**src/rtl/pad_pull_pkg.sv**
```systemverilog
`timescale 1ns/1ps
package pad_pull_pkg;
  localparam logic [7:0] CODE_ADDR = 8'h94;
  localparam logic [7:0] CLK_BASE  = 8'h98;
  localparam logic [1:0] PULL_NONE = 2'd0;
  localparam logic [1:0] PULL_DOWN = 2'd1;
  localparam logic [1:0] PULL_UP   = 2'd2;

  function automatic logic code_ok(input logic [1:0] c);
    return c != 2'd3;
  endfunction
endpackage

```
**src/rtl/pull_code_ctl.sv**
```systemverilog
`timescale 1ns/1ps
module pull_code_ctl import pad_pull_pkg::*; #(
  parameter int SETUP_CYCLES = 150
) (
  input  logic       clk_i,
  input  logic       rst_ni,
  input  logic       wr_i,
  input  logic [1:0] wdata_i,
  input  logic       rise_any_i,
  output logic [1:0] code_o,
  output logic       err_o
);
  localparam int CW = $clog2(SETUP_CYCLES + 1);
  localparam logic [CW-1:0] CNT_MAX = CW'(SETUP_CYCLES);

  logic [1:0]    code_q;
  logic [CW-1:0] cnt_q;
  logic          err_q;
  logic          load;

  assign load = wr_i && code_ok(wdata_i);

  // cnt_q = edges since last accepted code write, saturating
  always_ff @(posedge clk_i or negedge rst_ni) begin
    if (!rst_ni) begin
      code_q <= PULL_NONE;
      cnt_q  <= CNT_MAX;
      err_q  <= 1'b0;
    end else begin
      if (load) begin
        code_q <= wdata_i;
        cnt_q  <= CW'(1);
      end else if (cnt_q != CNT_MAX) begin
        cnt_q  <= cnt_q + CW'(1);
      end
      if (rise_any_i && cnt_q < CNT_MAX) err_q <= 1'b1;
    end
  end

  assign code_o = code_q;
  assign err_o  = err_q;

  a_r2_code_load: assert property (@(posedge clk_i) disable iff (!rst_ni)
    wr_i && wdata_i != 2'd3 |=> code_q == $past(wdata_i));
  a_r3_bad_code_ignored: assert property (@(posedge clk_i) disable iff (!rst_ni)
    wr_i && wdata_i == 2'd3 |=> $stable(code_q));
  a_r9_early_rise_flags: assert property (@(posedge clk_i) disable iff (!rst_ni)
    rise_any_i && cnt_q < CNT_MAX |=> err_q);
  a_r10_err_sticky: assert property (@(posedge clk_i) disable iff (!rst_ni)
    err_q |=> err_q);
  a_r10_cnt_bound: assert property (@(posedge clk_i) disable iff (!rst_ni)
    cnt_q <= CNT_MAX);
endmodule

```
**src/rtl/pull_clk_bank.sv**
```systemverilog
`timescale 1ns/1ps
module pull_clk_bank #(
  parameter int WIDTH = 32
) (
  input  logic             clk_i,
  input  logic             rst_ni,
  input  logic             wr_i,
  input  logic [WIDTH-1:0] wdata_i,
  output logic [31:0]      bits_o,
  output logic [WIDTH-1:0] rise_o
);
  logic [WIDTH-1:0] bits_q;

  always_ff @(posedge clk_i or negedge rst_ni) begin
    if (!rst_ni)   bits_q <= '0;
    else if (wr_i) bits_q <= wdata_i;
  end

  assign rise_o = wr_i ? (wdata_i & ~bits_q) : '0;

  always_comb begin
    bits_o = '0;
    bits_o[WIDTH-1:0] = bits_q;
  end

  a_r4_bits_hold: assert property (@(posedge clk_i) disable iff (!rst_ni)
    !wr_i |=> $stable(bits_q));
  a_r4_bits_load: assert property (@(posedge clk_i) disable iff (!rst_ni)
    wr_i |=> bits_q == $past(wdata_i));
endmodule

```
**src/rtl/pad_pull_cell.sv**
```systemverilog
`timescale 1ns/1ps
module pad_pull_cell (
  input  logic       clk_i,
  input  logic       rst_ni,
  input  logic       cap_i,
  input  logic [1:0] code_i,
  output logic [1:0] pull_o
);
  logic [1:0] pull_q;

  always_ff @(posedge clk_i or negedge rst_ni) begin
    if (!rst_ni)    pull_q <= 2'd0;
    else if (cap_i) pull_q <= code_i;
  end

  assign pull_o = pull_q;

  a_r5_capture: assert property (@(posedge clk_i) disable iff (!rst_ni)
    cap_i |=> pull_q == $past(code_i));
  a_r6_hold: assert property (@(posedge clk_i) disable iff (!rst_ni)
    !cap_i |=> $stable(pull_q));
endmodule

```
**src/rtl/pad_pull_seq.sv**
```systemverilog
`timescale 1ns/1ps
module pad_pull_seq import pad_pull_pkg::*; #(
  parameter int NUM_PINS     = 54,
  parameter int SETUP_CYCLES = 150
) (
  input  logic                  clk_i,
  input  logic                  rst_ni,
  input  logic                  we_i,
  input  logic [7:0]            addr_i,
  input  logic [31:0]           wdata_i,
  output logic [31:0]           rdata_o,
  output logic [2*NUM_PINS-1:0] pull_o,
  output logic                  setup_err_o
);
  localparam int NUM_BANKS = (NUM_PINS + 31) / 32;

  logic                    code_wr;
  logic [1:0]              code;
  logic [NUM_BANKS-1:0]    bank_wr;
  logic [31:0]             bank_rd [NUM_BANKS];
  logic [NUM_BANKS*32-1:0] rise_all;

  assign code_wr = we_i && addr_i == CODE_ADDR;

  pull_code_ctl #(.SETUP_CYCLES(SETUP_CYCLES)) u_code (
    .clk_i      (clk_i),
    .rst_ni     (rst_ni),
    .wr_i       (code_wr),
    .wdata_i    (wdata_i[1:0]),
    .rise_any_i (|rise_all),
    .code_o     (code),
    .err_o      (setup_err_o)
  );

  for (genvar b = 0; b < NUM_BANKS; b++) begin : g_bank
    localparam int BW = (NUM_PINS - 32*b >= 32) ? 32 : NUM_PINS - 32*b;
    logic [BW-1:0] rise_b;

    assign bank_wr[b] = we_i && addr_i == 8'(CLK_BASE + 8'(4*b));

    pull_clk_bank #(.WIDTH(BW)) u_bank (
      .clk_i   (clk_i),
      .rst_ni  (rst_ni),
      .wr_i    (bank_wr[b]),
      .wdata_i (wdata_i[BW-1:0]),
      .bits_o  (bank_rd[b]),
      .rise_o  (rise_b)
    );

    assign rise_all[32*b +: BW] = rise_b;
    if (BW < 32) begin : g_pad
      assign rise_all[32*b+BW +: 32-BW] = '0;
    end
  end

  for (genvar p = 0; p < NUM_PINS; p++) begin : g_pin
    pad_pull_cell u_cell (
      .clk_i  (clk_i),
      .rst_ni (rst_ni),
      .cap_i  (rise_all[p]),
      .code_i (code),
      .pull_o (pull_o[2*p +: 2])
    );
  end

  always_comb begin
    rdata_o = '0;
    if (addr_i == CODE_ADDR) rdata_o = {30'd0, code};
    for (int b = 0; b < NUM_BANKS; b++)
      if (addr_i == 8'(CLK_BASE + 8'(4*b))) rdata_o = bank_rd[b];
  end

  a_r11_one_target: assert property (@(posedge clk_i) disable iff (!rst_ni)
    $countones({code_wr, bank_wr}) <= 1);
endmodule

```
**config.mk**
```make
export PLATFORM = sky130hd
export DESIGN_NAME = pad_pull_seq
export DESIGN_NICKNAME = d
export VERILOG_FILES = /design/src/rtl/pad_pull_pkg.sv /design/src/rtl/pull_code_ctl.sv /design/src/rtl/pull_clk_bank.sv /design/src/rtl/pad_pull_cell.sv /design/src/rtl/pad_pull_seq.sv
export SDC_FILE = /design/constraint.sdc
export NUM_CORES = 1
export LEC_CHECK = 0
export BUFFER_PORTS_ARGS = -buffer_cell sky130_fd_sc_hd__buf_2
export CORE_ASPECT_RATIO = 1.4
export CORE_MARGIN = 3
export CORE_UTILIZATION = 54
export DETAILED_ROUTE_END_ITERATION = 6
export PLACE_DENSITY = 0.8
export SLEW_MARGIN = 20
export SYNTH_ARGS = -nofsm -noshare
export SYNTH_HDL_FRONTEND = slang
export SYNTH_SLANG_ARGS = --single-unit
```
**constraint.sdc**
```tcl
create_clock -name clk_i -period 1.45 [get_ports clk_i]
set_input_delay 0.145 -clock clk_i [delete_from_list [all_inputs] [get_ports clk_i]]
set_output_delay 0.145 -clock clk_i [all_outputs]
set_load 0.02 [all_outputs]
```
[After elaboration in Yosys (flattened, before gate mapping)]
Cells that the tools add are included.
Word-level totals
  bits in registers: 173
  bits of input ports: 43
  word-level logic and storage cells: 84
Cells by class
  $add $sub $neg: 1
  $lt $le $gt $ge: 1
  eq/ne operators: 5
  mux-type cells: 7
  bitwise logic cells: 4
  reduce and logical (&&, ||, !) cells: 7
Operator list (number)
  32-bit two-way mux: 3
  54-bit OR reduction: 1
  32-bit bitwise AND: 1
  32-bit inverter: 1
  8-bit == test, second input constant: 3
  22-bit bitwise AND: 1
  22-bit two-way mux: 1
  22-bit inverter: 1
  8-bit two-way mux: 2
  8-bit by 1-bit adder with 8-bit output, second input constant: 1
  8-bit < comparator, second input constant: 1
  8-bit != test, second input constant: 1
  1-bit logical AND: 5
  2-bit two-way mux: 1
  2-bit != test, second input constant: 1
  2-bit nonzero test: 1

[Logic depth before layout (Yosys ltp)]
Gate-level depths: netlist of run 1.
  depth in word-level cells: 5
  depth in mapped cells: 8
  depth with buffers taken out: 7

[Hierarchy]
From an unflattened synthesis of run 1, not the netlist that was laid out.
Second synthesis, totals
  cells, all modules: 562
  area, all modules: 7992.7 um^2
By module, submodules not included
  pad_pull_cell: times used 54, cells an instance 4, area each 72.6 um^2, seq. area each 50.0 um^2
  pull_clk_bank (g_bank[0].u_bank): times used 1, cells an instance 103, area each 1627.8 um^2, seq. area each 800.8 um^2
  pull_clk_bank (g_bank[1].u_bank): times used 1, cells an instance 82, area each 1193.6 um^2, seq. area each 550.5 um^2
  pad_pull_seq: times used 1, cells an instance 102, area each 664.4 um^2, seq. area each 0.0 um^2
  pull_code_ctl: times used 1, cells an instance 59, area each 588.1 um^2, seq. area each 280.3 um^2

[Least setup slack after synthesis of run 1]
Ideal clock, no wire load.
  path kind: input-to-reg
  start point: input port addr_i[6]
  end point: register g_pin[32].u_cell.pull_q[0]
  setup time: 125 ps
  arrival time: 1404 ps
  required time: 1325 ps
  setup slack: -79 ps
  stages: 7
  buffers on the path: 2
  path through: and4bb_1 -> and3_4 -> and3_1 -> buf_4 -> buf_12 -> nand2_4 -> mux2_4
Between the ends
  word-level cells in the longest chain between the ends: 3
RTL lines
  from (decl): RTL line pad_pull_seq.sv:9  | input logic [7:0] addr_i,
  8-bit == test: RTL line pad_pull_seq.sv:39  | assign bank_wr[b] = we_i && addr_i == 8'(CLK_BASE + 8'(4*b));
  1-bit logical AND: RTL line pad_pull_seq.sv:39
  22-bit two-way mux: RTL line pull_clk_bank.sv:19  | assign rise_o = wr_i ? (wdata_i & ~bits_q) : '0;
  to (signal assigned): RTL line pad_pull_cell.sv:13  | else if (cap_i) pull_q <= code_i;
  to (decl): RTL line pad_pull_cell.sv:9  | logic [1:0] pull_q;
Every way passes these cells.
A chain may end at the register's enable or synchronous reset.

[Worst setup path in the final report of run 1]
  start point: input port addr_i[6]
  end point: output port rdata_o[1]
Between the ends
  word-level cells in the longest chain between the ends: 4
RTL lines
  8-bit == test: RTL line pad_pull_seq.sv:68  | if (addr_i == CODE_ADDR) rdata_o = {30'd0, code};
  2-bit two-way mux: RTL line pad_pull_seq.sv:68
  32-bit two-way mux: RTL line pad_pull_seq.sv:70  | if (addr_i == 8'(CLK_BASE + 8'(4*b))) rdata_o = bank_rd[b];
  32-bit two-way mux (*): RTL line pad_pull_seq.sv:70
  to (decl): RTL line pad_pull_seq.sv:11  | output logic [31:0] rdata_o,
Every way passes the cells marked *; elsewhere a longest branch is shown, timed or not.

==> impl_metrics.toml, run 1 <==
[finish]
drive_gt1_share_pct = 59.9
fin_cells = 1125
layout.nets = 967
syn_to_final_growth_pct = 42.7
final_area_um2 = 11600

[synthesis]
synth_seq_cells = 173
ys_warn_count = 0
syn_avg_cell_area_um2 = 13.1
synth_cell_type_count = 43
seq_area_frac_synth_pct = 53.3
yosysTopAreaCell = "dfrtp_1"
postSynthCellCount = 623
synth_nets = 668
syn_area_um2 = 8130
ys_top_cells_by_area = "dfrtp_1 (52%), mux2_4 (13%), mux2_2 (9.4%)"
netlist.area_leader.share_pct = 52.0

[power_and_ir_drop]
leakagePower_uw = 0.00641
internal_power_uw = 7870
netSwitchingFraction_pct = 28.3
switching_power_uw = 3110
peakVddDrop_v = 0.000702
power_frac_seq_pct = 48.4
p_comb_share_pct = 11.1
power_density_nw_per_um2 = 946
pwr-share-clk_pct = 40.5

[timing]
fin_crit_sh_pct = 112
hold_viol_final = 0
grt_setup_unrepaired = "yes"
totalNegativeSetupSlack_ps = -3760
timing.fmax_mhz = 617
slew_headroom_pct = 58.4
worst_slack_ps = -171
setup_viol = 60
skew_ps = 8.36
whs_ps = 25.9
fin_crit_ps = 1620
drv_slew = 0
worst_pin_slew_ps = 624

[setup_path]
cp.arrival_ps = 1480
cp_common_cell = "buf_6"
crit_slowest_cell = "and4bb_1"
startpoint_type = "primary input"
critPathBufInv = 3
crit_family = "simple AND/OR/NAND/NOR gates"
cp.required_ps = 1310
slowest_delay_ps = 300
path_class = "primary input to output port"
crit_path_max_fanout = 11
path_cells = "buf_6 -> and4bb_1 -> and3b_2 -> and2_4 -> buf_16 -> a22o_1 -> buf_6"
critPathCaptureType = "output port"

[global_route]
grt_max_degree = 56
antenna_found_initial = 0
grt_pass1_wl_um = 36100
grt_pass1_vias = 6721
grtUsageTotal_pct = 28.8
globalRouteOverflowTotal = 0

[die]
core_area_um2 = 14600
die-area_um2 = 16600
start_util_pct = 55.8
die_x_um = 110
io_pins = 184
die_h_um = 151
rows = 52

[status]
failed_checks = "negative setup slack"
status = "finished with violations"

[routing]
first_pass_iters = 5
num_vias = 6515
drc = 0
first_iter_violations = 527
wl_um = 26300
routed_via_density = 5.79
antenna_left = 0
wl_per_cell_um = 23.4

[placement]
dpl.hpwl_um = 15900
pre_cts_ws_ps = -332
dp.cells = 1040
place_area_um2 = 9800
portBuffers = 183
finalWeightedCongestion = 0.913

[clock_tree]
clkSinkCount = 173
root_buffer = "clkbuf_16"
tritoncts = "yes"
clk-insertion-delay-late_ps = 430
cts_buffers = 17
clock_path_buffers = 2
clk_pin_slew_ps = 70
h-tree-depth = 4

[job]
drv_cap = 0

[hold_path]
hp-class = "primary input to flip-flop"
==> timing repair <==
item	4_1_cts	5_1_grt
endpoints found under the hold margin	201	0
hold buffers	26	0
buffers inserted	7	14
endpoints found under the setup margin	26	148
resized for setup	77	82
pin swaps	16	30
gates cloned	2	8
==> cell usage after synthesis (all sizes together) <==
library cell and n:
a211oi 1, a21oi 3, a22o 22, a32oi 1, and2 2, and3 15
and3b 1, and4b 1, and4bb 1, buf 12, clkbuf 20, dfrtp 169
dfstp 4, ha 2, inv 4, mux2 142, nand2 119, nand2b 2
nand3 5, nand3b 1, nand4 3, nor2 13, nor2b 52, nor3 1
nor4 12, o2111ai 1, o21ai 4, o22a 2, o22ai 1, or2 1
or3 1, xnor2 4, xor2 1
==> cell usage in the layout, fill, tap and decap left out, types with 4 or more instances in the layout <==
cell type | synthesis | layout
dfrtp_1 | 169 | 166
buf_2 | 3 | 143
buf_4 | 4 | 80
mux2_4 | 72 | 75
nand2_1 | 83 | 75
mux2_2 | 68 | 65
buf_6 | 2 | 44
nor2b_1 | 52 | 43
nand2_4 | 30 | 31
dlygate4sd3_1 | 0 | 25
clkbuf_16 | 0 | 23
a22o_1 | 22 | 20
and3_4 | 1 | 12
nand2_2 | 6 | 10
nor2_1 | 13 | 10
inv_6 | 0 | 7
buf_12 | 3 | 7
nor2b_2 | 0 | 6
nor4_2 | 0 | 6
inv_1 | 4 | 4
dfstp_2 | 4 | 4
==> state kept, by name (all words and copies together), names as in the netlist <==
register and flops:
g_pin.u_cell.pull_o 108, g_bank.u_bank.bits_o 32, g_bank.u_bank.bits_q 22, u_code.cnt_q 8
u_code.code_o 2, u_code.err_o 1
==> through the flow <==
stage,total power [µW],utilization (%)
final,11000,79.6
after global placement,6160,67.3
after detailed placement,6210,67.3
after CTS,10700,75.4
after global routing,11300,79.6
after floorplan,5720,-
==> cell families after synthesis <==
family                     count (synthesis)  share of synthesized area, %
and+or+nand+nor                          230                          16.8
DFF                                      173                          53.3
muxes                                    142                          23.0
buffers and inverters                     36                          2.68
AOI/OAI and AO/OA                         35                          3.40
xor gates and xnor gates                   5                         0.539
adders and majority gates                  2                         0.308
==> routing by layer <==
metal / up-vias / share of wire, % / GRT usage (%)
li1: 2745 / - / -
met4: 0 / 4.8 / 14.4
met5: - / 0 / 0
met3: 101 / 5.9 / 4.82
met1: 3333 / 37 / 33.8
met2: 336 / 53 / 50.3
==> layout make-up <==
class | count | area (µm²)
sequential | 173 | 4340
multi-input combinational | 414 | 3960
fill | 745 | 2970
timing repair buffer | 312 | 2490
clock buffer | 18 | 429
tap | 189 | 236
clock inverter | 14 | 125
inverter | 4 | 15.0
antenna | 1 | 2.50
==> worst paths after layout <==
kind | startpoint | endpoint | slack [ps] | depth (start not counted)
max | addr_i[6] | rdata_o[1] | -170 | 7
max in group asynchronous | rst_ni | g_pin[5].u_cell.pull_o[1]$_DFFE_PN0P_ | 660 | 3
min in group asynchronous | rst_ni | g_pin[26].u_cell.pull_o[0]$_DFFE_PN0P_ | 150 | 2
min reg2reg | g_pin[53].u_cell.pull_o[1]$_DFFE_PN0P_ | g_pin[53].u_cell.pull_o[1]$_DFFE_PN0P_ | 510 | 1
min | wdata_i[2] | g_bank[0].u_bank.bits_o[2]$_DFFE_PN0P_ | 30 | 2
max reg2reg | u_code.cnt_q[1]$_DFFE_PN1P_ | u_code.cnt_q[2]$_DFFE_PN1P_ | -60 | 6
==> power groups by stage <==
| stage | registers [µW] | logic, µW | clock network [µW] |
|---|---|---|---|
| 2_1_floorplan | 5290 | 433 | 0 |
| 3_3_place_gp | 5300 | 860 | 0 |
| 3_5_place_dp | 5310 | 901 | 0 |
| 4_1_cts | 5230 | 1010 | 4430 |
| 5_1_grt | 5330 | 1300 | 4690 |
| 6_report | 5320 | 1220 | 4440 |
Power figures use the tool's default switching activity.
==> inputs of run 2 (changes only) <==
ABC_AREA = 1   (was not set)
PLACE_DENSITY = 0.81   (was 0.8)
==> run 2 against run 1 <==
Compared with the run above:
- the flow still finishes with violations (negative setup slack)
- maximum frequency rose by 10%
- synthesized cell count rose by 44%
- utilization fell by 4.4 points
- sequential share of layout area rose by 5.0 points
- wire length fell by 15%
- worst setup slack improved by 150 ps
- area after synthesis fell by 6.9%
- register-to-register slack improved by 70 ps
- first-iteration DRC count fell by 11%
- combinational power fell by 4%
- cell area fell by 12%
- highest routed layer unchanged
==> impl_metrics.toml, run 2 <==
[synthesis]
synth-simple-area-share_pct = 19.6
synth_ff_type = "dfrtp_1"
synth_common_cells = "nand2_1 (262), dfrtp_1 (169), o21ai_1 (101), inv_1 (92), o21ai_0 (88)"
syn_avg_cell_area_um2 = 8.44
synth_cell_type_count = 30
postSynthCellCount = 897
synth.area.mux_share_pct = 0.132
synth_edf_count = 0
seq_area_frac_synth_pct = 57.3
netlist.area_leader.share_pct = 55.9
synth_seq_cells = 173
synth_xor_xnor_area_share_pct = 0.116
synthArstFlopShare_pct = 100
syn_area_um2 = 7570
ys_top_cells_by_area = "dfrtp_1 (56%), nand2_1 (13%), o21ai_1 (6.7%)"
yosysMostFrequentCell = "nand2_1"
synth_nets = 942
synth_compound_area_share_pct = 15.5
synth-adder-area-share_pct = 0.331
yosysTopAreaCell = "dfrtp_1"
ys_warn_count = 0
synth_top_family_by_area = "simple AND/OR/NAND/NOR gates"

[routing]
wl_um = 22400
wl_per_cell_um = 16.8
first_iter_violations = 470
num_vias = 7104
first_pass_iters = 5
routed_via_density = 5.33
antenna_left = 0
drc = 0

[placement]
portBuffers = 183
pre_cts_ws_ps = -146
dpl.hpwl_um = 15100
finalWeightedCongestion = 0.893

[clock_tree]
clkSinkCount = 173
root_buffer = "clkbuf_16"
clk-insertion-delay-late_ps = 420
tritoncts = "yes"
cts_buffers = 17
clk_pin_slew_ps = 70
clock_path_buffers = 2
h-tree-depth = 4

[global_route]
grt_max_degree = 50
globalRouteOverflowTotal = 0
antenna_found_initial = 0
grtUsageTotal_pct = 28.7
grt_pass1_wl_um = 35000
grt_pass1_vias = 6953

[die]
rows = 50
start_util_pct = 55.8
core_area_um2 = 13600
die-area_um2 = 15500
die_x_um = 106
die_h_um = 146
io_pins = 184

[power_and_ir_drop]
power_density_nw_per_um2 = 1070
leakagePower_uw = 0.00534
peakVddDrop_v = 0.000766

[timing]
drv_slew = 0
grt_setup_unrepaired = "yes"
slew_headroom_pct = 63.6
totalNegativeSetupSlack_ps = -35.2
hold_viol_final = 0
skew_ps = 10.0
worst_pin_slew_ps = 547
setup_viol = 3
fin_crit_ps = 1470
fin_crit_sh_pct = 101
timing.fmax_mhz = 680
worst_slack_ps = -21.5

[finish]
layout.nets = 1183
antenna_cells = 0
drive_gt1_share_pct = 27.7
mostFrequentLayoutCells = "nand2_1 (260), dfrtp_1 (169), buf_2 (159)"
layout_commonest_cell = "nand2_1"
largest_reg_flops = 108
num-fill-cells = 972
regArea_um2 = 4330
multi_input_area_um2 = 2860
syn_to_final_growth_pct = 34.9

[hold_path]
hp-class = "primary input to flip-flop"

[status]
failed_checks = "negative setup slack"
status = "finished with violations"

[setup_path]
path_cells = "inv_1 -> nor3_1 -> buf_4"
cp.arrival_ps = 1330
crit_slowest_cell = "dfrtp_1"
startpoint_type = "flip-flop"
cp.required_ps = 1310
crit_path_max_fanout = 2
slowest_delay_ps = 340
critPathCaptureType = "output port"
path_class = "flip-flop to output port"

[job]
drv_cap = 0
[run 2: changes by cell type in the layout (fill, tap and decap cells not counted), sizes merged, moves of 52 or more]
cell / before / now
nor2b: 52 / 0
nor2: 13 / 79
mux2: 142 / 0
o21ai: 4 / 189
buf: 280 / 225
inv: 14 / 100
nand2: 119 / 266
[run 2: final cells by class]
cell class | count | area share (%)
tap | 182 | 2.23
inverter | 96 | 3.58
clock inverter | 12 | 1.32
multi-input combinational | 592 | 28.0
timing repair buffer | 258 | 18.1
clock buffer | 19 | 4.34
sequential | 173 | 42.4
[run 2: worst paths after layout]
path                            slack [ps]  cells after the start                                    start                                       to
worst min register to register         480                      2    g_pin[0].u_cell.pull_o[1]$_DFFE_PN0P_    g_pin[0].u_cell.pull_o[1]$_DFFE_PN0P_
min in group asynchronous              280                      2                                   rst_ni             u_code.code_o[1]$_DFFE_PN0P_
worst max register to register          10                      9              u_code.cnt_q[1]$_DFFE_PN1P_              u_code.cnt_q[5]$_DFFE_PN0P_
worst max-delay path                   -20                      3  g_bank[0].u_bank.bits_o[25]$_DFFE_PN0P_                              rdata_o[25]
worst min-delay path                    20                      3                              wdata_i[22]  g_bank[0].u_bank.bits_o[22]$_DFFE_PN0P_
max in group asynchronous              610                      3                                   rst_ni  g_bank[0].u_bank.bits_o[17]$_DFFE_PN0P_
[run 2: critical path, delay by kind of cell (launching register included)]
kind | cells | cell delay, ps
buffers and inverters | 2 | 270
flip-flops | 1 | 340
AND/OR/NAND/NOR | 1 | 290
[run 2: report_power, final]
part | internal [µW] | switching (µW) | leakage (µW)
Combinational | 450 | 718 | 0.00281
Clock | 2590 | 1920 | 0.000284
Sequential | 5070 | 178 | 0.00224
Total | 8120 | 2820 | 0.00534
[run 2: repair_timing]
action	4_1_cts	5_1_grt
pin swaps	7	31
hold buffers	32	0
gates resized for setup	25	68
setup endpoints to repair	16	31
hold endpoints to repair	69	0
gates cloned	0	1
buffers inserted	2	6
[run 2: kinds of logic after synthesis]
| logic type | count (synthesis) |
|---|---|
| flip-flops | 173 |
| XOR/XNOR | 1 |
| adder cells (fa/ha/maj) | 2 |
| AO/OA/AOI/OAI | 220 |
| AND/OR/NAND/NOR | 368 |
| multiplexers | 1 |
| buffers and inverters | 132 |
[run 2: stage by stage]
step / total power, µW / util, % / hold WS [ps] / instances / instance area [µm²]
floorplan: 5780 / - / -151 / 897 / 7570
global placement: 6210 / 66.5 / 142 / 1268 / 9030
detailed placement: 6240 / 66.5 / 154 / 1268 / 9030
CTS: 10800 / 73.8 / 1.02 / 1333 / 10000
global route: 11400 / 75.2 / 13.4 / 1332 / 10200
finish: 10900 / 75.2 / 18.9 / 1332 / 10200
[run 2: per-layer routing]
layer,GRT usage (%),share of wire [%]
met1,34.0,38
met2,51.0,53
met3,4.73,4.6
met4,12.9,4.2
met5,0,0
==> inputs of run 3 (changes only) <==
PLACE_DENSITY = 0.84   (was 0.81)
==> run 3 against run 2 <==
Compared with the run above:
- the flow finishes with violations (negative hold slack, negative setup slack)
- cell area is 1.1% lower
- flip-flop and latch count unchanged
- worst setup slack lost 160 ps
- via count rose by 0.73%
- clock skew about the same
- sequential power about the same
- total power fell by 2.3%
==> impl_metrics.toml, run 3 (synthesis results as in run 2) <==
[status]
status = "finished with violations"
failed_checks = "negative hold slack, negative setup slack"

[routing]
wl_um = 22600
drc = 0
antenna_left = 0
first_iter_violations = 550
wl_per_cell_um = 16.9
routed_via_density = 5.35
num_vias = 7156
first_pass_iters = 5

[hold_path]
hp-class = "primary input to flip-flop"
whs_path_depth = 3

[global_route]
grt_pass1_vias = 7063
globalRouteOverflowTotal = 0
grt_pass1_wl_um = 35200
grt_max_degree = 56
grtUsageTotal_pct = 28.5
antenna_found_initial = 0

[timing]
skew_ps = 9.87
whs_ps = -0.958
totalNegativeSetupSlack_ps = -489
setup_viol = 6
worst_slack_ps = -185
grt_setup_unrepaired = "yes"
slew_headroom_pct = 73.2
fin_crit_sh_pct = 113
timing.fmax_mhz = 612
fin_crit_ps = 1630
drv_slew = 0
hold_viol_final = 1
worst_pin_slew_ps = 401

[setup_path]
path_depth = 9
critPathBufInv = 3
reg2regPathDepth = 9
cp_common_cell = "inv_1"
path_class = "flip-flop to flip-flop"
crit_path_max_fanout = 4
slowest_delay_ps = 590
cp.arrival_ps = 1940
cp.required_ps = 1760
path_cells = "ha_4 -> nand4_1 -> buf_4 -> nand3_2 -> nor2_1 -> inv_1 -> o21ai_1 -> nand3_1 -> inv_1"
startpoint_type = "flip-flop"
critPathCaptureType = "flip-flop"
crit_slowest_cell = "dfstp_2"
crit_family = "flip-flops"

[placement]
finalWeightedCongestion = 0.921
dpl.hpwl_um = 15000
dp.cells = 1267
place_area_um2 = 8940
portBuffers = 183

[clock_tree]
h-tree-depth = 4
clock_path_buffers = 2
tritoncts = "yes"
clk-insertion-delay-late_ps = 410
clkSinkCount = 173
root_buffer = "clkbuf_16"
clk_pin_slew_ps = 70
cts_buffers = 17

[finish]
final_area_um2 = 10100
num-fill-cells = 964
syn_to_final_growth_pct = 33.4
antenna_cells = 0
layout_commonest_cell = "nand2_1"
drive_gt1_share_pct = 28.3
mostFrequentLayoutCells = "nand2_1 (260), dfrtp_1 (169), buf_2 (162)"
layout.nets = 1187
largest_reg_flops = 108
fin_cells = 1337

[power_and_ir_drop]
power_density_nw_per_um2 = 1060
peakVddDrop_v = 0.00113
leakagePower_uw = 0.00529
fin_total_pwr_uw = 10700

[die]
core_area_um2 = 13600
io_pins = 184
die_h_um = 146
die_x_um = 106
rows = 50
die-area_um2 = 15500
start_util_pct = 55.8

[job]
drv_cap = 0
-- run 3: final timing paths --
check                                                      startpoint                                      to  slack [ps]
worst max-delay path                      u_code.cnt_q[1]$_DFFE_PN1P_             u_code.cnt_q[5]$_DFFE_PN0P_        -180
worst min-delay path                                       wdata_i[8]  g_bank[0].u_bank.bits_o[8]$_DFFE_PN0P_          -1
worst max register to register            u_code.cnt_q[1]$_DFFE_PN1P_             u_code.cnt_q[5]$_DFFE_PN0P_        -180
worst min register to register  g_pin[0].u_cell.pull_o[0]$_DFFE_PN0P_   g_pin[0].u_cell.pull_o[0]$_DFFE_PN0P_         480
max in group asynchronous                                      rst_ni             u_code.cnt_q[1]$_DFFE_PN1P_         630
min in group asynchronous                                      rst_ni  g_pin[25].u_cell.pull_o[0]$_DFFE_PN0P_         180
-- run 3: what timing repair did --
action / CTS / global route
endpoints found under the hold margin: 197 / 0
pin swaps: 3 / 30
endpoints found under the setup margin: 26 / 31
buffers inserted: 4 / 7
gates cloned: 0 / 0
gates resized for setup: 20 / 76
hold buffers: 29 / 0
-- run 3: final cells by class --
class / count / area (µm²) / share of cell area [%]
sequential: 173 / 4330 / 42.9
timing repair buffer: 262 / 1760 / 17.4
tap: 182 / 228 / 2.25
multi-input combinational: 592 / 2870 / 28.4
clock inverter: 13 / 109 / 1.08
clock buffer: 19 / 433 / 4.29
inverter: 96 / 367 / 3.63
-- run 3: power breakdown --
group          internal [µW]  switching [µW]  leakage, µW
Combinational            439             760      0.00280
Sequential              5070             185      0.00224
Clock                   2230            1990     0.000250
Total                   7750            2930      0.00529
-- run 3: worst reg2reg max path: stages, from the launching register on --
cell and delay, ps:
dfstp_2 590, ha_4 140, nand4_1 150, buf_4 190
nand3_2 60, nor2_1 40, inv_1 110, o21ai_1 110
nand3_1 100, inv_1 40
-- run 3: layer usage --
| layer | global-route usage, % | up-vias | share of wire, % |
|---|---|---|---|
| met5 | 0 | - | 0 |
| met4 | 11.6 | 0 | 3.6 |
| met3 | 4.33 | 64 | 5.5 |
| met2 | 52.0 | 335 | 54 |
| met1 | 33.4 | 3375 | 37 |
| li1 | - | 3382 | - |
-- run 3: stage by stage --
step                      util [%]  hold WS, ps  setup slack (ps)
after CTS                     72.6         9.49             -17.3
after floorplan                  -         -151              5.71
final                         74.4       -0.958              -185
after global placement        65.8         42.7              -122
after detailed placement      65.8         50.3              -196
after global routing          74.4         18.2              -241
